### src/rtl/gpReqPkg.sv
package gpReqPkg;
  localparam int ADDR_W = 32;
  localparam int SB_W   = 8;
  localparam logic [SB_W-1:0] SB_IDLE = '1;

  typedef enum logic [1:0] {
    MODE_OFF      = 2'b00,
    MODE_STROBE   = 2'b01,
    MODE_SIDEBAND = 2'b10,
    MODE_FRAME    = 2'b11
  } enqMode_t;

  // strobes from control to datapath
  typedef struct packed {
    logic push;
    logic pushSb;
    logic latchCmd;
    logic pop;
  } qCtrl_t;

  typedef struct packed {
    logic              sb;
    logic [SB_W-1:0]   cmd;
    logic [ADDR_W-1:0] addr;
  } qEntry_t;
endpackage

### src/rtl/gpReqCtrl.sv
module gpReqCtrl
  import gpReqPkg::*;
(
  input  logic            clk,
  input  logic            rstN,
  input  logic            cfgWrEn,
  input  logic [1:0]      cfgMode,
  input  logic            pipeN,
  input  logic [SB_W-1:0] sbBus,
  input  logic            qPop,
  input  logic            qFull,
  input  logic            qEmpty,
  output qCtrl_t          ctrl,
  output enqMode_t        modeQ,
  output logic            locked,
  output logic            cfgErr,
  output logic            ovfErr
);
  logic sbHalf;      // command byte held, address byte expected next
  logic strobeMode;
  logic sbMode;
  logic strobeReq;
  logic sbReq;
  logic wantPush;
  logic popOk;

  assign strobeMode = locked && (modeQ == MODE_STROBE);
  assign sbMode     = locked && (modeQ == MODE_SIDEBAND);
  assign strobeReq  = strobeMode && !pipeN;
  assign sbReq      = sbMode && sbHalf;
  assign wantPush   = strobeReq || sbReq;
  assign popOk      = qPop && !qEmpty;

  always_comb begin
    ctrl.pop      = popOk;
    ctrl.push     = wantPush && (!qFull || popOk);
    ctrl.pushSb   = sbReq;
    ctrl.latchCmd = sbMode && !sbHalf && (sbBus != SB_IDLE);
  end

  always_ff @(posedge clk or negedge rstN) begin
    if (!rstN) begin
      locked <= 1'b0;
      modeQ  <= MODE_OFF;
      cfgErr <= 1'b0;
      ovfErr <= 1'b0;
      sbHalf <= 1'b0;
    end else begin
      if (cfgWrEn) begin
        if (!locked) begin
          locked <= 1'b1;
          modeQ  <= enqMode_t'(cfgMode);
        end else begin
          cfgErr <= 1'b1;
        end
      end
      if (wantPush && qFull && !popOk) ovfErr <= 1'b1;
      if (sbMode) begin
        if (sbHalf)                     sbHalf <= 1'b0;
        else if (sbBus != SB_IDLE)      sbHalf <= 1'b1;
      end else begin
        sbHalf <= 1'b0;
      end
    end
  end
endmodule

### src/rtl/gpReqQueue.sv
module gpReqQueue
  import gpReqPkg::*;
#(
  parameter int DEPTH = 8,
  localparam int PTR_W = (DEPTH > 1) ? $clog2(DEPTH) : 1,
  localparam int CNT_W = $clog2(DEPTH + 1)
) (
  input  logic              clk,
  input  logic              rstN,
  input  qCtrl_t            ctrl,
  input  logic [ADDR_W-1:0] adBus,
  input  logic [SB_W-1:0]   sbBus,
  output qEntry_t           head,
  output logic              full,
  output logic              empty,
  output logic [CNT_W-1:0]  count
);
  localparam logic [CNT_W-1:0] FULL_CNT = CNT_W'(DEPTH);
  localparam logic [PTR_W-1:0] LAST_PTR = PTR_W'(DEPTH - 1);

  qEntry_t          mem [DEPTH];
  logic [PTR_W-1:0] wrPtr;
  logic [PTR_W-1:0] rdPtr;
  logic [SB_W-1:0]  cmdHold;
  qEntry_t          newEntry;

  always_comb begin
    if (ctrl.pushSb) begin
      newEntry.sb   = 1'b1;
      newEntry.cmd  = cmdHold;
      newEntry.addr = {{(ADDR_W-SB_W){1'b0}}, sbBus};
    end else begin
      newEntry.sb   = 1'b0;
      newEntry.cmd  = '0;
      newEntry.addr = adBus;
    end
  end

  assign full  = (count == FULL_CNT);
  assign empty = (count == '0);
  assign head  = mem[rdPtr];

  always_ff @(posedge clk or negedge rstN) begin
    if (!rstN) begin
      wrPtr   <= '0;
      rdPtr   <= '0;
      count   <= '0;
      cmdHold <= '0;
    end else begin
      if (ctrl.latchCmd) cmdHold <= sbBus;
      if (ctrl.push) wrPtr <= (wrPtr == LAST_PTR) ? '0 : wrPtr + 1'b1;
      if (ctrl.pop)  rdPtr <= (rdPtr == LAST_PTR) ? '0 : rdPtr + 1'b1;
      case ({ctrl.push, ctrl.pop})
        2'b10:   count <= count + 1'b1;
        2'b01:   count <= count - 1'b1;
        default: count <= count;
      endcase
    end
  end

  // storage, one register per slot
  for (genvar gi = 0; gi < DEPTH; gi++) begin : g_slot
    always_ff @(posedge clk) begin
      if (ctrl.push && (wrPtr == PTR_W'(gi))) mem[gi] <= newEntry;
    end
  end
endmodule

### src/rtl/gpReqFrontEnd.sv
module gpReqFrontEnd
  import gpReqPkg::*;
#(
  parameter int DEPTH = 8,
  localparam int CNT_W = $clog2(DEPTH + 1)
) (
  input  logic        clk,
  input  logic        rstN,
  input  logic        cfgWrEn,
  input  logic [1:0]  cfgMode,
  input  logic        pipeN,
  input  logic [31:0] adBus,
  input  logic [7:0]  sbBus,
  input  logic        qPop,
  output logic        qValid,
  output logic [31:0] qAddr,
  output logic [7:0]  qCmd,
  output logic        qSideband,
  output logic        modeLocked,
  output logic [1:0]  modeOut,
  output logic        cfgErr,
  output logic        ovfErr
);
  qCtrl_t           ctrl;
  enqMode_t         modeQ;
  qEntry_t          head;
  logic             qFull;
  logic             qEmpty;
  logic [CNT_W-1:0] qCount;

  gpReqCtrl u_ctrl (
    .clk(clk), .rstN(rstN), .cfgWrEn(cfgWrEn), .cfgMode(cfgMode),
    .pipeN(pipeN), .sbBus(sbBus), .qPop(qPop), .qFull(qFull),
    .qEmpty(qEmpty), .ctrl(ctrl), .modeQ(modeQ), .locked(modeLocked),
    .cfgErr(cfgErr), .ovfErr(ovfErr)
  );

  gpReqQueue #(.DEPTH(DEPTH)) u_queue (
    .clk(clk), .rstN(rstN), .ctrl(ctrl), .adBus(adBus), .sbBus(sbBus),
    .head(head), .full(qFull), .empty(qEmpty), .count(qCount)
  );

  assign qValid    = !qEmpty;
  assign qAddr     = head.addr;
  assign qCmd      = head.cmd;
  assign qSideband = head.sb;
  assign modeOut   = modeQ;
endmodule

### config.mk
export PLATFORM = sky130hd
export DESIGN_NAME = gpReqFrontEnd
export DESIGN_NICKNAME = d
export VERILOG_FILES = /design/src/rtl/gpReqPkg.sv /design/src/rtl/gpReqCtrl.sv /design/src/rtl/gpReqQueue.sv /design/src/rtl/gpReqFrontEnd.sv
export SDC_FILE = /design/constraint.sdc
export NUM_CORES = 1
export LEC_CHECK = 0
export ABC_AREA = 1
export BUFFER_PORTS_ARGS = -buffer_cell sky130_fd_sc_hd__buf_2
export CAP_MARGIN = 40
export CORE_MARGIN = 1
export CORE_UTILIZATION = 25
export DETAILED_ROUTE_END_ITERATION = 7
export PLACE_DENSITY = 0.41
export SYNTH_ARGS = -nofsm -noshare
export SYNTH_HDL_FRONTEND = slang
export SYNTH_SLANG_ARGS = --single-unit
### constraint.sdc
create_clock -name clk -period 6.2 [get_ports clk]
set_input_delay 1.24 -clock clk [delete_from_list [all_inputs] [get_ports clk]]
set_output_delay 1.24 -clock clk [all_outputs]
set_load 0.03 [all_outputs]
==> metrics.log <==
INFO  metric synth_top_cells_by_area = sky130_fd_sc_hd__edfxtp_1 (69%), sky130_fd_sc_hd__nor2_1 (6.9%), sky130_fd_sc_hd__o32ai_1 (5.0%)
INFO  metric synth-seq-area-share = 72.98%
INFO  metric totalWireLength = 36960 um
INFO  metric initial_core_util = 25.34%
INFO  metric finalHoldWorstSlack = 0.4628 ns
INFO  metric drt_iter0_drc = 462
INFO  metric timing_worst_slew_pin_value = 0.8917 ns
INFO  metric areaGrowthSynthToFinish = 19.03%
INFO  metric wl_per_cell = 18.09 um
INFO  metric clock_path_buffers = 3
INFO  metric post_synth_num_cell_types = 29
INFO  metric p_leak = 6.166 nW
INFO  metric postCtsSetupBuffers = 0
INFO  metric dp_slack = 2.232 ns
INFO  metric ant_nets = 0
INFO  metric fin_tns_setup = 0 ns
INFO  metric postCtsResizedCells = 0
INFO  metric timing.critical_path.to_type = primary output
INFO  metric fp.coreArea = 56500 um^2
INFO  metric port-buffer-count = 93
INFO  metric firstDrtPassIters = 5
INFO  metric tritoncts = yes
INFO  metric critical_path_required = 4.96 ns
INFO  metric placed_cells_incl_taps = 1971
INFO  metric placed_cell_area = 15740 um^2
INFO  metric crit_path_max_incr_delay = 0.63 ns
INFO  metric fill_cells = 5748
INFO  metric placementRows = 87
INFO  metric power_density = 476.8 nW/um^2
INFO  metric drc = 0
INFO  metric syn_nets = 1218
INFO  metric syn-mean-instance-area = 12.32 um^2
INFO  metric worst_ir_drop_vdd = 0.0003698 V
INFO  metric shortest_clock_period_the_worst_path_allows_after_layout = 4.562 ns
INFO  metric cts_root_buffer = sky130_fd_sc_hd__clkbuf_16
INFO  metric worst_slew_margin_rel = 39.93%
INFO  metric crit_slowest_cell = sky130_fd_sc_hd__dfrtp_4
INFO  metric path_class = flop to primary output
INFO  metric netlist_area = 14320 um^2
INFO  metric critical_path.max_fanout = 64
INFO  metric post_drt_via_cell_ratio = 4.387
INFO  metric hold_buffers = 0
INFO  metric fmax = 219.2 MHz
INFO  metric post_route_skew = 0.01052 ns
INFO  metric finalHoldViolCount = 0
INFO  metric grt_first_pass_wirelength = 56080 um
INFO  metric final_gp_congestion = 0.7117
INFO  metric worst_hold_class = flop to flop
INFO  metric post-synth-top-area-cell = sky130_fd_sc_hd__edfxtp_1
INFO  metric worst_setup_path_start_kind = flop
INFO  metric timing_max_transition_violations_final = 0
INFO  metric worst-path-buf-inv = 5
INFO  metric cts.reportedPaths.clkPinSlew = 0.06 ns
INFO  metric power.total = 8.126 mW
INFO  metric clock_insertion_delay_worst_skew = 0.53 ns
INFO  metric chip_height = 241.3 um
INFO  metric path_delay_family = buffers and inverters
INFO  metric num_antenna_cells = 0
INFO  metric synth_top_cell_area_share = 68.79%
INFO  metric critical_path_arrival = 3.32 ns
INFO  metric fin_util = 30.17%
INFO  metric grt_use_total = 12.86%
INFO  metric num_vias = 8963
INFO  metric multi_input_comb_area = 3304 um^2
INFO  metric gr-total-overflow = 0
INFO  metric critical_path.cell_chain = buf_16 -> inv_4 -> buf_16 -> buf_4 -> nor2_1 -> o32ai_1 -> nand2_1 -> nand2_1 -> buf_2
INFO  metric final-setup-viol-count = 0
INFO  metric dpl.hpwl = 20650 um
INFO  metric design.die.area = 58240 um^2
INFO  metric grt_pass1_vias = 9007
INFO  metric antenna_found_initial = 1
INFO  metric final_layout_size_suffix_gt1_share = 15.70%
INFO  metric syn-instance-count = 1162
INFO  metric synthesis.yosys.warnings = 0
INFO  metric flops_latches_synth = 352
INFO  metric die-width = 241.3 um
INFO  metric timing.final.ws_setup = 1.638 ns
INFO  metric final_cells = 2043
INFO  metric finish.instance_area = 17040 um^2
INFO  metric max_cap_violations = 0
INFO  metric numCtsBuffers = 40
INFO  metric rsz0062_at_grt = no
INFO  metric final_nets = 1313
INFO  metric layout_worst_path_cycle_share = 73.59%
INFO  metric grt_start_max_net_pins = 125
INFO  metric total_clock_sinks = 352
INFO  metric boundaryPins = 94
INFO  metric seq_area = 10460 um^2
INFO  metric run_status = finished clean
INFO  metric htree_num_levels = 2
-- power breakdown --
| part | leakage [nW] | switching, mW | internal [mW] |
|---|---|---|---|
| combinational | 2.28 | 1.98 | 0.788 |
| sequential | 3.26 | 0.160 | 2.86 |
| clock | 0.633 | 0.928 | 1.41 |
-- state kept, by name, summed over array words and instances, names as in the netlist --
register         flops
u_queue.mem        328
u_ctrl.modeQ         2
u_ctrl.cfgErr        1
u_ctrl.ovfErr        1
u_ctrl.locked        1
u_queue.rdPtr        3
u_queue.cmdHold      8
u_ctrl.sbHalf        1
u_queue.count        4
u_queue.wrPtr        3
-- Yosys cell counts, drive strengths merged --
cell type and number:
edfxtp 328, nor2 263, nand2 193, o21ai 104, o32ai 82, inv 60, buf 41, clkbuf 30
dfrtp 24, ha 9, nor3 8, nand3 7, a21oi 2, nor4 2, o21bai 2, xor2 2
a21o 1, mux2 1, nand3b 1, nand4 1, or2 1
-- worst reg2reg max path: cells and delay by family, from the launching register on --
family | cells | cell delay, ns
DFF | 1 | 0.43
buffers and inverters | 2 | 0.77
and+or+nand+nor | 5 | 1.18
-- layout by cell type (no fill, tap or decap), types with 18 or more instances in the layout --
cell type	count
sky130_fd_sc_hd__edfxtp_1	328
sky130_fd_sc_hd__nor2_1	260
sky130_fd_sc_hd__nand2_1	187
sky130_fd_sc_hd__o21ai_0	104
sky130_fd_sc_hd__buf_2	98
sky130_fd_sc_hd__o32ai_1	82
sky130_fd_sc_hd__inv_1	56
sky130_fd_sc_hd__clkbuf_16	42
sky130_fd_sc_hd__dfrtp_1	21
sky130_fd_sc_hd__buf_4	18
-- layer usage --
layer / track usage (%) / part of all wire [%] / wire [um]
met4: 3.452 / 1.9 / 687
met5: 0 / 0 / 0
met2: 20.72 / 46 / 17040
met3: 2.074 / 3.9 / 1435
met1: 17.90 / 48 / 17790
-- cells by family (layout without fill, tap and decap cells) --
| group | count (synthesis) | count (layout) | synth area share, % |
|---|---|---|---|
| AOI/OAI and AO/OA | 191 | 191 | 8.878 |
| xor gates and xnor gates | 2 | 2 | 0.1224 |
| adders and majority gates | 9 | 9 | 0.7865 |
| buffers and inverters | 131 | 256 | 4.256 |
| DFF | 352 | 352 | 72.98 |
| muxes | 1 | 1 | 0.07864 |
| and+or+nand+nor | 476 | 476 | 12.90 |
-- final timing paths --
kind                       cells past startpoint  slack, ns             start                  to
max reg2reg                                    7       3.41     u_ctrl.locked  u_queue.mem[1][19]
max in group asynchronous                      1       5.04              rstN    u_queue.rdPtr[1]
min in group asynchronous                      1       0.71              rstN    u_queue.count[0]
min                                            1       0.46     u_ctrl.cfgErr       u_ctrl.cfgErr
min reg2reg                                    1       0.46     u_ctrl.cfgErr       u_ctrl.cfgErr
max                                            9       1.64  u_queue.rdPtr[0]             qCmd[7]
-- area by class of cell --
cell class | instances | area share, %
Sequential cell | 352 | 61.36
Multi-Input combinational cell | 679 | 19.39
Clock buffer | 53 | 6.409
Tap cell | 756 | 5.550
Timing Repair Buffer | 124 | 4.735
Inverter | 60 | 1.336
Clock inverter | 19 | 1.219
(Power assumes the default switching activity.)
